$ cat config.mk
export PLATFORM = sky130hd
export DESIGN_NAME = mem_window_xlate
export DESIGN_NICKNAME = d
export VERILOG_FILES = /design/src/rtl/xlate_pkg.sv /design/src/rtl/xlate_map_regs.sv /design/src/rtl/xlate_data_path.sv /design/src/rtl/xlate_fetch_path.sv /design/src/rtl/mem_window_xlate.sv
export SDC_FILE = /design/constraint.sdc
export NUM_CORES = 1
export LEC_CHECK = 0
export BUFFER_PORTS_ARGS = -buffer_cell sky130_fd_sc_hd__buf_2
export CAP_MARGIN = 20
export CORE_MARGIN = 2
export CORE_UTILIZATION = 49
export CTS_CLUSTER_DIAMETER = 60
export CTS_CLUSTER_SIZE = 25
export DETAILED_ROUTE_END_ITERATION = 12
export PLACE_DENSITY_LB_ADDON = 0.2
export REMOVE_ABC_BUFFERS = 1
export SKIP_LAST_GASP = 1
export SLEW_MARGIN = 20
export SYNTH_ARGS = -nofsm -noshare
export SYNTH_HDL_FRONTEND = slang
export SYNTH_SLANG_ARGS = --single-unit
$ cat constraint.sdc
create_clock -name clk -period 1.5 [get_ports clk]
set_input_delay 0.15 -clock clk [delete_from_list [all_inputs] [get_ports clk]]
set_output_delay 0.15 -clock clk [all_outputs]
set_load 0.1 [all_outputs]
$ cat src/rtl/xlate_pkg.sv
// Shared types and helpers for the windowed address translator.
// Assumes a fixed set of populated unified regions.
package xlate_pkg;
    typedef enum logic [1:0] {
        TGT_DRAM = 2'd0,
        TGT_IRAM = 2'd1,
        TGT_UNI  = 2'd2
    } tgt_e;

    localparam int MAP_IDX_DATA = 0;
    localparam int MAP_IDX_F0   = 1;
    localparam int MAP_IDX_F1   = 2;

    // Populated unified regions
    function automatic logic region_present(input logic [7:0] r);
        return (r == 8'd0) || (r == 8'd1) || (r == 8'd2) || (r == 8'd127);
    endfunction

    // Reset value of each map register
    function automatic logic [15:0] map_reset_val(input int idx);
        return (idx == MAP_IDX_DATA) ? 16'h0000 : 16'h1000;
    endfunction
endpackage

$ cat src/rtl/xlate_map_regs.sv
// Map register file: one data map and two fetch maps, written through one port.
// Assumes select codes at or beyond NUM_MAPS address no register.
module xlate_map_regs #(
    parameter int MAP_W    = 16,
    parameter int NUM_MAPS = 3,
    parameter int SEL_W    = 2
) (
    input  logic             clk,
    input  logic             rst_n,
    input  logic             we,
    input  logic [SEL_W-1:0] sel,
    input  logic [MAP_W-1:0] wdata,
    output logic [MAP_W-1:0] dmap,
    output logic [MAP_W-1:0] imap0,
    output logic [MAP_W-1:0] imap1
);
    import xlate_pkg::*;

    logic [NUM_MAPS-1:0][MAP_W-1:0] map_q;

    for (genvar g = 0; g < NUM_MAPS; g++) begin : g_map
        // Hold or load one map register
        always_ff @(posedge clk) begin
            if (!rst_n)
                map_q[g] <= MAP_W'(map_reset_val(g));
            else if (we && (sel == SEL_W'(g)))
                map_q[g] <= wdata;
        end
    end

    assign dmap  = map_q[MAP_IDX_DATA];
    assign imap0 = map_q[MAP_IDX_F0];
    assign imap1 = map_q[MAP_IDX_F1];


    unused_sel_write_chk: assert property (@(posedge clk) disable iff (!rst_n)
        (we && (sel >= SEL_W'(NUM_MAPS))) |=> $stable(map_q));


    reset_maps_chk: assert property (@(posedge clk) disable iff (!rst_n)
        $rose(rst_n) |-> (map_q[MAP_IDX_DATA] == 16'h0000) &&
                         (map_q[MAP_IDX_F0] == 16'h1000) &&
                         (map_q[MAP_IDX_F1] == 16'h1000));
endmodule

$ cat src/rtl/xlate_data_path.sv
// Combinational data-address translation: low RAM, mapped window, I/O space.
// Assumes map bit 12 selects instruction RAM and bits [9:3]/[2:0] pick region/base.
module xlate_data_path #(
    parameter int ADDR_W = 16,
    parameter int WIN_W  = 14,
    parameter int OFF_W  = 18,
    parameter int REG_W  = 8
) (
    input  logic [ADDR_W-1:0] addr,
    input  logic [15:0]       dmap,
    output logic [1:0]        tgt,
    output logic [REG_W-1:0]  region,
    output logic [OFF_W-1:0]  off,
    output logic              berr
);
    import xlate_pkg::*;

    localparam int          IO_TAG_W = ADDR_W - 4;
    localparam logic [IO_TAG_W-1:0] IO_TAG = IO_TAG_W'(12'hFF0);

    logic [WIN_W-1:0] low_bits;
    logic             unused_map_bits;

    assign low_bits        = addr[WIN_W-1:0];
    assign unused_map_bits = ^{dmap[15:13], dmap[11:10]};

    // Decode the address quadrant and form target, region, offset, error
    always_comb begin
        tgt    = TGT_DRAM;
        region = '0;
        off    = OFF_W'(addr);
        berr   = 1'b0;
        case (addr[ADDR_W-1:ADDR_W-2])
            2'b11: berr = (addr[ADDR_W-1:4] != IO_TAG);
            2'b10: begin
                if (dmap[12]) begin
                    tgt = TGT_IRAM;
                    off = (OFF_W'(dmap[3:0]) << WIN_W) + OFF_W'(low_bits);
                end else begin
                    tgt    = TGT_UNI;
                    region = REG_W'(dmap[9:3]);
                    off    = (OFF_W'(dmap[2:0]) << WIN_W) + OFF_W'(low_bits);
                    berr   = !region_present(8'(dmap[9:3]));
                end
            end
            default: ;
        endcase
    end
endmodule

$ cat src/rtl/xlate_fetch_path.sv
// Combinational fetch translation: word address to byte address, map pick, target.
// Assumes byte-address bit 17 picks the upper fetch map.
module xlate_fetch_path #(
    parameter int PC_W  = 16,
    parameter int OFF_W = 18,
    parameter int REG_W = 8
) (
    input  logic [PC_W-1:0]  pc,
    input  logic [15:0]      imap0,
    input  logic [15:0]      imap1,
    output logic [1:0]       tgt,
    output logic [REG_W-1:0] region,
    output logic [OFF_W-1:0] off,
    output logic             berr
);
    import xlate_pkg::*;

    localparam int BYTE_W = PC_W + 2;

    logic [BYTE_W-1:0] byte_a;
    logic [15:0]       map_sel;
    logic              unused_map_bits;

    assign byte_a          = {pc, 2'b00};
    assign map_sel         = byte_a[BYTE_W-1] ? imap1 : imap0;
    assign unused_map_bits = ^{map_sel[15:13], map_sel[11:8]};

    // Pick instruction RAM or a unified region from the selected map
    always_comb begin
        if (map_sel[12]) begin
            tgt    = TGT_IRAM;
            region = '0;
            off    = OFF_W'(byte_a);
            berr   = 1'b0;
        end else begin
            tgt    = TGT_UNI;
            region = REG_W'(map_sel[7:0]);
            off    = OFF_W'(byte_a[BYTE_W-2:0]);
            berr   = !region_present(map_sel[7:0]);
        end
    end
endmodule

$ cat src/rtl/mem_window_xlate.sv
// Top: map registers plus data and fetch translators with registered results.
// Assumes requests are single-cycle strobes; results hold until the next request.
module mem_window_xlate #(
    parameter int ADDR_W = 16,
    parameter int OFF_W  = 18,
    parameter int REG_W  = 8
) (
    input  logic              clk,
    input  logic              rst_n,
    input  logic              map_we,
    input  logic [1:0]        map_sel,
    input  logic [15:0]       map_wdata,
    input  logic              d_req,
    input  logic [ADDR_W-1:0] d_addr,
    input  logic              f_req,
    input  logic [ADDR_W-1:0] f_pc,
    output logic              d_vld,
    output logic [1:0]        d_tgt,
    output logic [REG_W-1:0]  d_region,
    output logic [OFF_W-1:0]  d_off,
    output logic              d_berr,
    output logic              f_vld,
    output logic [1:0]        f_tgt,
    output logic [REG_W-1:0]  f_region,
    output logic [OFF_W-1:0]  f_off,
    output logic              f_berr
);
    import xlate_pkg::*;

    logic [15:0]      dmap, imap0, imap1;
    logic [1:0]       dc_tgt, fc_tgt;
    logic [REG_W-1:0] dc_region, fc_region;
    logic [OFF_W-1:0] dc_off, fc_off;
    logic             dc_berr, fc_berr;

    xlate_map_regs #(.MAP_W(16), .NUM_MAPS(3), .SEL_W(2)) maps_i (
        .clk(clk), .rst_n(rst_n), .we(map_we), .sel(map_sel), .wdata(map_wdata),
        .dmap(dmap), .imap0(imap0), .imap1(imap1)
    );

    xlate_data_path #(.ADDR_W(ADDR_W), .WIN_W(14), .OFF_W(OFF_W), .REG_W(REG_W)) dpath_i (
        .addr(d_addr), .dmap(dmap),
        .tgt(dc_tgt), .region(dc_region), .off(dc_off), .berr(dc_berr)
    );

    xlate_fetch_path #(.PC_W(ADDR_W), .OFF_W(OFF_W), .REG_W(REG_W)) fpath_i (
        .pc(f_pc), .imap0(imap0), .imap1(imap1),
        .tgt(fc_tgt), .region(fc_region), .off(fc_off), .berr(fc_berr)
    );

    // Register data-port results
    always_ff @(posedge clk) begin
        if (!rst_n) begin
            d_vld <= 1'b0; d_tgt <= '0; d_region <= '0; d_off <= '0; d_berr <= 1'b0;
        end else begin
            d_vld <= d_req;
            if (d_req) begin
                d_tgt <= dc_tgt; d_region <= dc_region; d_off <= dc_off; d_berr <= dc_berr;
            end
        end
    end

    // Register fetch-port results
    always_ff @(posedge clk) begin
        if (!rst_n) begin
            f_vld <= 1'b0; f_tgt <= '0; f_region <= '0; f_off <= '0; f_berr <= 1'b0;
        end else begin
            f_vld <= f_req;
            if (f_req) begin
                f_tgt <= fc_tgt; f_region <= fc_region; f_off <= fc_off; f_berr <= fc_berr;
            end
        end
    end


    d_latency_chk: assert property (@(posedge clk) disable iff (!rst_n)
        d_req |=> d_vld);

    f_latency_chk: assert property (@(posedge clk) disable iff (!rst_n)
        f_req |=> f_vld);

    d_low_ram_chk: assert property (@(posedge clk) disable iff (!rst_n)
        (d_vld && d_tgt == TGT_DRAM && !d_off[15]) |-> !d_berr);

    d_io_page_chk: assert property (@(posedge clk) disable iff (!rst_n)
        (d_vld && d_tgt == TGT_DRAM && d_off[15:14] == 2'b11 && d_off[15:4] != 12'hFF0) |-> d_berr);

    iram_no_err_chk: assert property (@(posedge clk) disable iff (!rst_n)
        ((d_vld && d_tgt == TGT_IRAM) || (f_vld && f_tgt == TGT_IRAM)) |-> !(d_vld && d_tgt == TGT_IRAM && d_berr) && !(f_vld && f_tgt == TGT_IRAM && f_berr));

    f_word_align_chk: assert property (@(posedge clk) disable iff (!rst_n)
        (f_vld && f_tgt == TGT_IRAM) |-> (f_off[1:0] == 2'b00));
endmodule

==> qor.txt, run 1 <==
Clock share of power -> 0.343
DRC -> 0
CP max-delay cell -> or4_1
Initial antenna violation count -> 0
Reg-to-reg startpoint -> maps_i.imap0[4]$_SDFFE_PN0P_
Critical path arrival -> 1550 ps
Period Utilization, post-route -> 0.8839
Setup_tns -> 0 ps
# hold bufs at CTS -> 0
CTS resizes -> 0
Fill cells -> 578
CTS tree -> built
WL/cell -> 13.49 um
VDD IR max -> 0.8724 mV
Lkg Pwr -> 0.002046 uW
Antenna cells -> 0
CP Class -> flop to flop
Via Count -> 2705
RSZ-0062 raised after global routing -> no
CP endpoint kind -> flop
CP Max Fanout -> 2
Worst Setup SP -> maps_i.imap0[4]$_SDFFE_PN0P_
Worst r2r dst -> f_berr$_SDFFE_PN0P_
Max-cap viol count -> 0
Flop and latch count out of synthesis -> 86
FP Rows -> 29
Placed standard-cell area -> 0.003954 mm2
R2R depth -> 4
Post-CTS setup buffer count -> 0
Async set or reset register ratio after synthesis -> 0
Root buf cell -> clkbuf_8
Worst-case clock buffer depth -> 2
Multi-input gate area in the final layout -> 0.001464 mm2
Clock sink count -> 86
Final #Nets -> 497
Gp weighted congestion -> 0.7465
Switching Fraction -> 0.2954
Hpwl dp -> 5.082 mm
Clock transition at path regs -> 80 ps
Routed WL -> 7.067 mm
Port bufs -> 106
DR vias/cell -> 5.162
Finished Cell Area -> 0.004169 mm2
Die height -> 86.20 um
Power, Total -> 5075 uW
Cell Chain, Critical Path -> mux2i_1 > or4_1 > nor3_2 > o41ai_1
Layout area overhead -> 25.93%
CP startpoint kind -> flop
Unique masters post-synth -> 32
Drt pass-1 iters -> 4
Worst Skew -> 8.061 ps
Cells after Synth -> 335
Core Footprint -> 0.006459 mm2
Status -> finished, final reports clean
Final worst path period need -> 1326 ps
Largest net degree at the start of global routing -> 49
Synthesized area per cell -> 9.883 um2
H-tree lvl count -> 3
Post-DRT Antenna Nets -> 0
Fin. Hold Viols -> 0
Number of global-route vias before repair -> 2515
Sequential fraction of the synthesis area -> 0.5200
CP peak stage delay -> 580 ps
Post-synth EDFFs -> 0
Congestion Overflow GR -> 0
CTS Buf Count -> 9
Die Span X -> 86.20 um
IO Count -> 115
Worst min path class -> primary input to flop
Crit path to -> f_berr$_SDFFE_PN0P_
Sw power -> 1499 uW
Global-route wire length before repair -> 11.27 mm
Fmax -> 754.2 MHz
Critical Path RT -> 1720 ps
Top FF cell, synth -> dfxtp_1
CP bufs+invs -> 0
Full die area -> 0.007430 mm2
Mapped Area -> 0.003311 mm2
Yosys Warn Count -> 0
Crit. path cell count -> 4
Power per cell area -> 1217 mW/mm2
Total GRT Usage -> 0.1914
R2r setup slk -> 170 ps
Later-pin clock latency in the skew report -> 340 ps
Flop pwr share -> 0.476
Initial DRC count -> 71
Largest delay share family, worst path -> simple AND/OR/NAND/NOR gates
Reg area -> 0.001722 mm2
Share of layout cells above drive strength 1 -> 0.3065
Comb pwr share -> 0.181
Slew Viols, Final -> 0
Initial Util -> 0.5126
Int Power -> 3576 uW
# setup viols final -> 0
[cells in the mapped netlist, types with 2 or more instances]
cell type  number  share of area
buf_1           3         0.0034
nand2b_1       11          0.021
nand2_1         6         0.0068
nor2b_1         2         0.0038
and4_1          2         0.0053
nor2_1         67          0.076
a31oi_1         2         0.0038
a2bb2oi_1       8          0.021
nor3_1          2         0.0030
inv_1           2         0.0023
nand3_1        12          0.018
clkbuf_1       10          0.011
a21oi_1        17          0.026
buf_4           5          0.011
buf_2           8          0.012
o21ai_0         3         0.0045
nand4_1         4         0.0076
nor3b_1         3         0.0068
nand3b_1        3         0.0068
mux2i_1        68           0.21
dfxtp_1        86           0.52
[cell usage in the layout, fill, tap and decap left out, types with 2 or more instances in the layout]
master | netlist | layout
a2bb2oi_1 | 8 | 8
nand3b_1 | 3 | 3
buf_2 | 8 | 106
buf_12 | 0 | 2
dfxtp_1 | 86 | 86
clkbuf_8 | 0 | 10
a21oi_1 | 17 | 17
nand3_1 | 12 | 12
nor2_1 | 67 | 67
nand2b_1 | 11 | 11
inv_1 | 2 | 2
and4_1 | 2 | 2
buf_4 | 5 | 12
nor3b_1 | 3 | 2
o21ai_0 | 3 | 3
bufinv_16 | 0 | 2
clkbuf_1 | 10 | 2
nand4_1 | 4 | 4
nand2_1 | 6 | 6
conb_1 | 1 | 3
nor3_1 | 2 | 2
clkinv_2 | 0 | 2
a31oi_1 | 2 | 2
mux2i_1 | 68 | 68
nor2b_1 | 2 | 2
[power by group through the flow]
stage / sequential (uW) / clock [uW] / combinational (uW)
after floorplan: 2900 / 0 / 237
final: 2420 / 1740 / 918
after global routing: 2430 / 1870 / 966
after CTS: 2420 / 1780 / 921
after detailed placement: 2470 / 0 / 920
after global placement: 2460 / 0 / 910
[cell families after synthesis]
family                 Yosys count  synth area share
buffers and inverters           29           0.04157
other                            1          0.001133
AOI/OAI and AO/OA               34           0.06500
DFF                             86            0.5200
muxes                           68            0.2056
and+or+nand+nor                117            0.1667
[final cells by class]
cell class,count,share of cell area
Sequential cell,86,0.4130
Multi-Input combinational cell,222,0.3511
Timing Repair Buffer,120,0.1585
Clock buffer,12,0.03481
Tap cell,77,0.02311
Clock inverter,4,0.01681
Inverter,3,0.002701
[registers in the layout, indices dropped and copies added, names as in the netlist]
signal        count
d_vld             1
maps_i.dmap      11
d_berr            1
d_off            18
f_tgt             2
f_off            16
f_region          8
maps_i.imap0      9
f_vld             1
d_tgt             2
f_berr            1
d_region          7
maps_i.imap1      9
[through the flow]
stage	setup WS, ps	cells	util	hold slack (ps)
2_1_floorplan	-352.0	311	-	211.9
3_3_place_gp	121.3	508	0.6122	382.1
3_5_place_dp	119.5	508	0.6122	390.2
4_1_cts	177.7	524	0.6455	31.77
5_1_grt	106.9	524	0.6455	40.04
6_report	174.1	524	0.6455	43.53
[worst reg2reg max path: stages, from the launching register on]
cell,delay [ps]
dfxtp_1,340
mux2i_1,90
or4_1,580
nor3_2,120
o41ai_1,80
[how the worst min path moves through the flow]
| stage | start | end | slack, ps | depth (start not counted) |
|---|---|---|---|---|
| after floorplan | rst_n | maps_i.imap0[12]$_SDFFE_PN1P_ | 210 | 1 |
| after global placement | f_pc[6] | f_off[8]$_SDFFE_PN0P_ | 380 | 3 |
| after detailed placement | f_pc[5] | f_off[7]$_SDFFE_PN0P_ | 390 | 3 |
| after CTS | d_addr[0] | d_off[0]$_SDFFE_PN0P_ | 30 | 3 |
| after global routing | f_pc[11] | f_off[13]$_SDFFE_PN0P_ | 40 | 3 |
| final | d_addr[0] | d_off[0]$_SDFFE_PN0P_ | 40 | 3 |
[per-layer routing]
metal,share of wire,GRT usage,wire length [um]
met2,0.48,0.3150,3399
met1,0.44,0.2403,3144
met5,0,0,0
met3,0.059,0.05048,419
met4,0.015,0.07670,104
No activity file was read; power rests on OpenSTA's default activity.
==> run 2, diff against run 1 <==
CORE_UTILIZATION = 54   (was 49)
SYNTH_HIERARCHICAL = 1   (was unset)
==> run 2 against run 1 <==
The run now ends with setup timing left. Power rose by 2.5%. Hold slack better by 6.9 ps. Critical path depth increased by 2. Cell count is 10% higher. Setup slack worse by 210 ps. Flip-flop and latch count rose by 3. Highest routed layer unchanged.
==> qor.txt, run 2 <==
Placed standard-cell area -> 0.004399 mm2
Status -> finished, violations left
Synthesized area per cell -> 10.29 um2
CP max-delay cell -> or4_4
Critical Path RT -> 1750 ps
WL/cell -> 12.90 um
Layout area overhead -> 11.85%
Cell Chain, Critical Path -> or4_4 > nor4_4 > a211o_1 > a21oi_1 > mux2i_1 > nor2b_1
Antenna cells -> 0
Clock sink count -> 89
CP startpoint kind -> flop
Root buf cell -> clkbuf_8
Lkg Pwr -> 0.002251 uW
Mapped Area -> 0.004138 mm2
Fill cells -> 621
Final worst path period need -> 1536 ps
Post-DRT Antenna Nets -> 0
Initial Util -> 0.5644
Hold_ws -> 50.46 ps
Largest delay share family, worst path -> simple AND/OR/NAND/NOR gates
Initial DRC count -> 66
Reg-to-reg startpoint -> maps_i/imap0[6]$_SDFFE_PN0P_
Comb pwr share -> 0.192
Clock share of power -> 0.325
Core Footprint -> 0.007331 mm2
CP Max Fanout -> 3
CP bufs+invs -> 0
Cell depth of the worst hold path -> 3
Die Span X -> 91.54 um
Worst r2r dst -> f_berr$_SDFFE_PN0P_
Worst-case clock buffer depth -> 2
Gp weighted congestion -> 0.8369
Via Count -> 2830
IO Count -> 115
H-tree lvl count -> 3
Number of global-route vias before repair -> 2807
Cells after Synth -> 402
Sw power -> 1599 uW
Fmax -> 650.9 MHz
Max-cap viol count -> 0
R2R depth -> 6
Commonest non-fill, non-tap cell in the layout -> buf_2
DRC -> 0
Worst min path class -> primary input to flop
Die height -> 91.54 um
Failing checks -> setup timing
Later-pin clock latency in the skew report -> 350 ps
Share of layout cells above drive strength 1 -> 0.2979
Final #Nets -> 530
Slew Viols, Final -> 0
DR vias/cell -> 4.888
Critical path arrival -> 1780 ps
Port bufs -> 109
CP Class -> flop to flop
Total GRT Usage -> 0.1862
CTS tree -> built
Power, Total -> 5203 uW
Drt pass-1 iters -> 4
Hpwl dp -> 5.427 mm
Finished Cell Area -> 0.004628 mm2
Flop pwr share -> 0.483
CP peak stage delay -> 520 ps
Clock transition at path regs -> 90 ps
# hold bufs at CTS -> 0
Largest net degree at the start of global routing -> 64
Fin. Hold Viols -> 0
Global-route wire length before repair -> 12.77 mm
Most frequent cells in the layout -> 109 x buf_2, 95 x mux2i_1, 87 x dfxtp_1, 62 x nor2b_1, 40 x nand2_1
Setup WS post-layout -> -36.41 ps
Full die area -> 0.008379 mm2
Initial antenna violation count -> 0
Hold Crit Endpoint -> maps_i/dmap[8]$_SDFFE_PN0P_
Congestion Overflow GR -> 0
VDD IR max -> 0.6455 mV
Hold Crit Start -> map_wdata[8]
CTS Buf Count -> 9
CP endpoint kind -> flop
Power per cell area -> 1124 mW/mm2
# setup viols final -> 1
Switching Fraction -> 0.3072
Place WS -> -13.57 ps
FP Rows -> 31
Yosys Warn Count -> 6
Period Utilization, post-route -> 1.024
Worst Skew -> 13.38 ps
R2r setup slk -> -40 ps
RSZ-0062 raised after global routing -> yes
Int Power -> 3605 uW
Routed WL -> 7.470 mm
Core Util, Final -> 0.6313
run 2: power groups by stage:
| stage | Clock (uW) | Sequential (uW) | Combinational [uW] |
|---|---|---|---|
| after global routing | 1830 | 2530 | 1060 |
| after floorplan | 0 | 3050 | 232 |
| after CTS | 1720 | 2510 | 1000 |
| after detailed placement | 0 | 2570 | 999 |
| after global placement | 0 | 2560 | 988 |
| final | 1690 | 2510 | 1000 |
run 2: per-layer routing:
layer / track usage / vias up / share of wire
met3: 0.04979 / 7 / 0.059
li1: - / 1445 / -
met4: 0.05556 / 0 / 0.011
met1: 0.2333 / 1303 / 0.46
met2: 0.3125 / 75 / 0.47
met5: 0 / - / 0
run 2: final cells by class:
cell class,count,area [um2],area share
Clock buffer,13,158.9,0.03433
Clock inverter,3,47.55,0.01027
Inverter,2,7.507,0.001622
Multi-Input combinational cell,252,1846,0.3988
Sequential cell,89,1784,0.3855
Tap cell,99,123.9,0.02676
Timing Repair Buffer,121,660.6,0.1427
run 2: how the worst max path moves through the flow:
stage | start | endpoint | cells after the start
2_1_floorplan | maps_i/imap0[6]$_SDFFE_PN0P_ | f_berr$_SDFFE_PN0P_ | 6
3_3_place_gp | maps_i/imap0[6]$_SDFFE_PN0P_ | f_berr$_SDFFE_PN0P_ | 6
3_5_place_dp | d_addr[5] | d_berr$_SDFFE_PN0P_ | 6
4_1_cts | maps_i/imap0[6]$_SDFFE_PN0P_ | f_berr$_SDFFE_PN0P_ | 6
5_1_grt | maps_i/imap0[6]$_SDFFE_PN0P_ | f_berr$_SDFFE_PN0P_ | 6
6_report | maps_i/imap0[6]$_SDFFE_PN0P_ | f_berr$_SDFFE_PN0P_ | 6
run 2: what timing repair did:
action                                 in CTS  in global routing
pin swaps                                   0                  2
gates resized for setup                     0                  4
setup endpoints to repair                   1                  1
setup buffers                               0                  1
endpoints found under the hold margin       0                  0
run 2: worst min-delay path, stage by stage:
cell and delay [ps]:
buf_2 100, nand2_1 50, mux2i_1 60
run 2: metrics by stage:
step	instances	TNS, ps
2_1_floorplan	343	0
3_3_place_gp	562	0
3_5_place_dp	562	-13.57
4_1_cts	578	-2.493
5_1_grt	579	-100.3
6_report	579	-36.41
==> run 3, diff against run 2 <==
CORE_UTILIZATION = 55   (was 54)
CTS_BUF_LIST = sky130_fd_sc_hd__clkbuf_8   (was unset)
==> run 3 against run 2 <==
The run now ends clean. Non-clock buffer count rose by 1. Setup slack improved by 71 ps. Clock skew fell by 3.4 ps. Register-to-register slack improved by 70 ps. Via count rose by 0.25%. Routed wire length fell by 0.56%. Cell count rose by 0.17%. Maximum frequency rose by 4.8%. Critical path type unchanged. Critical endpoint unchanged. Largest cell class unchanged. Largest power group unchanged.
==> qor.txt, run 3 (same netlist as run 2, synthesis figures left out) <==
CTS resizes -> 0
Clock share of power -> 0.342
CP bufs+invs -> 0
Congestion Overflow GR -> 0
Number of global-route vias before repair -> 2719
Total GRT Usage -> 0.1887
Final #Nets -> 531
Fill cells -> 639
Placed cells -> 564
Commonest non-fill, non-tap cell in the layout -> buf_2
Post-DRT Antenna Nets -> 0
Slew Viols, Final -> 0
CTS Buf Count -> 9
Clock transition at path regs -> 90 ps
Cell Chain, Critical Path -> or4_1 > nor4_2 > a211o_1 > a21oi_1 > mux2i_1 > nor2b_1
H-tree lvl count -> 3
Root buf cell -> clkbuf_8
Status -> finished, final reports clean
Fin. Hold Viols -> 0
DRC -> 0
Final worst path period need -> 1466 ps
CP startpoint kind -> flop
Core Footprint -> 0.007253 mm2
Antenna cells -> 0
Int Power -> 3714 uW
Placed standard-cell area -> 0.004414 mm2
WL/cell -> 12.81 um
Core Util, Final -> 0.6402
CTS tree -> built
Most frequent cells in the layout -> 109 x buf_2, 95 x mux2i_1, 89 x dfxtp_1, 62 x nor2b_1, 40 x nand2_1
VDD IR max -> 0.6455 mV
Critical Path RT -> 1750 ps
IO Count -> 115
Largest net degree at the start of global routing -> 52
Post-CTS setup buffer count -> 0
CP peak stage delay -> 520 ps
Hold_ws -> 41.30 ps
Worst min path class -> primary input to flop
Full die area -> 0.008233 mm2
Via Count -> 2837
Routed WL -> 7.428 mm
FP Rows -> 31
Drt pass-1 iters -> 4
Gp weighted congestion -> 0.8012
Share of layout cells above drive strength 1 -> 0.2973
CP max-delay cell -> or4_1
Final Non-Filler Cells -> 580
Period Utilization, post-route -> 0.9771
Layout area overhead -> 12.22%
Port bufs -> 109
Global-route wire length before repair -> 12.72 mm
Power per cell area -> 1148 mW/mm2
CP endpoint kind -> flop
Die height -> 90.74 um
Flop pwr share -> 0.471
Finished Cell Area -> 0.004643 mm2
Initial DRC count -> 118
DR vias/cell -> 4.891
Switching Fraction -> 0.3035
# setup viols final -> 0
Lkg Pwr -> 0.002252 uW
Sw power -> 1618 uW
CP Class -> flop to flop
Largest delay share family, worst path -> simple AND/OR/NAND/NOR gates
Power, Total -> 5332 uW
Hpwl dp -> 5.356 mm
Worst-case clock buffer depth -> 2
RSZ-0062 raised after global routing -> yes
Die Span X -> 90.74 um
CP Max Fanout -> 2
Max-cap viol count -> 0
Clock sink count -> 89
Critical path arrival -> 1710 ps
Comb pwr share -> 0.187
Fmax -> 682.3 MHz
Later-pin clock latency in the skew report -> 350 ps
Worst Skew -> 10.01 ps
Initial antenna violation count -> 0
Initial Util -> 0.5705
## run 3: final cells by class
type / count / area, um2 / share of cell area
tap: 99 / 123.9 / 0.02668
clock inverter: 6 / 91.34 / 0.01967
clock buffer: 10 / 137.6 / 0.02964
sequential: 89 / 1782 / 0.3837
timing repair buffer: 122 / 668.1 / 0.1439
inverter: 2 / 7.507 / 0.001617
multi-input combinational: 252 / 1833 / 0.3948
## run 3: worst register-to-register path, delay by kind of cell (launching register included)
family | cells | cell delay [ps]
AND/OR/NAND/NOR | 3 | 730
flip-flops | 1 | 330
AO/OA/AOI/OAI | 2 | 180
multiplexers | 1 | 130
## run 3: metrics by stage
| step | worst slack (ps) | setup TNS (ps) |
|---|---|---|
| after floorplan | 89.69 | 0 |
| after global placement | -11.21 | -11.21 |
| after detailed placement | -50.85 | -50.85 |
| after CTS | 31.02 | 0 |
| after global routing | -93.98 | -93.98 |
| final | 34.42 | 0 |
## run 3: final timing paths
check	slack, ps	cells after the start	end	from
max	30	6	f_berr$_SDFFE_PN0P_	maps_i/imap0[6]$_SDFFE_PN0P_
min	40	3	maps_i/dmap[9]$_SDFFE_PN0P_	map_wdata[9]
max reg2reg	30	6	f_berr$_SDFFE_PN0P_	maps_i/imap0[6]$_SDFFE_PN0P_
min reg2reg	470	2	maps_i/dmap[1]$_SDFFE_PN0P_	maps_i/dmap[1]$_SDFFE_PN0P_
## run 3: power by group through the flow
| stage | Clock [uW] | Sequential (uW) | Combinational (uW) |
|---|---|---|---|
| finish | 1830 | 2510 | 995 |
| global route | 1990 | 2530 | 1050 |
| CTS | 1890 | 2510 | 1000 |
| detailed placement | 0 | 2570 | 1000 |
| global placement | 0 | 2560 | 990 |
| floorplan | 0 | 3050 | 232 |
## run 3: what timing repair did
| item | CTS | global route |
|---|---|---|
| endpoints found under the setup margin | 0 | 1 |
| hold buffers | 0 | 0 |
| endpoints found under the hold margin | 0 | 0 |
## run 3: routing by layer
metal  GRT usage  wire length, um  share of wire  vias to the layer above
li1            -                -              -                     1444
met1      0.2505             3613           0.49                     1308
met2      0.2998             3345           0.45                       75
met3     0.03088              346          0.047                       10
met4     0.08846              123          0.017                        0
met5           0                0              0                        -
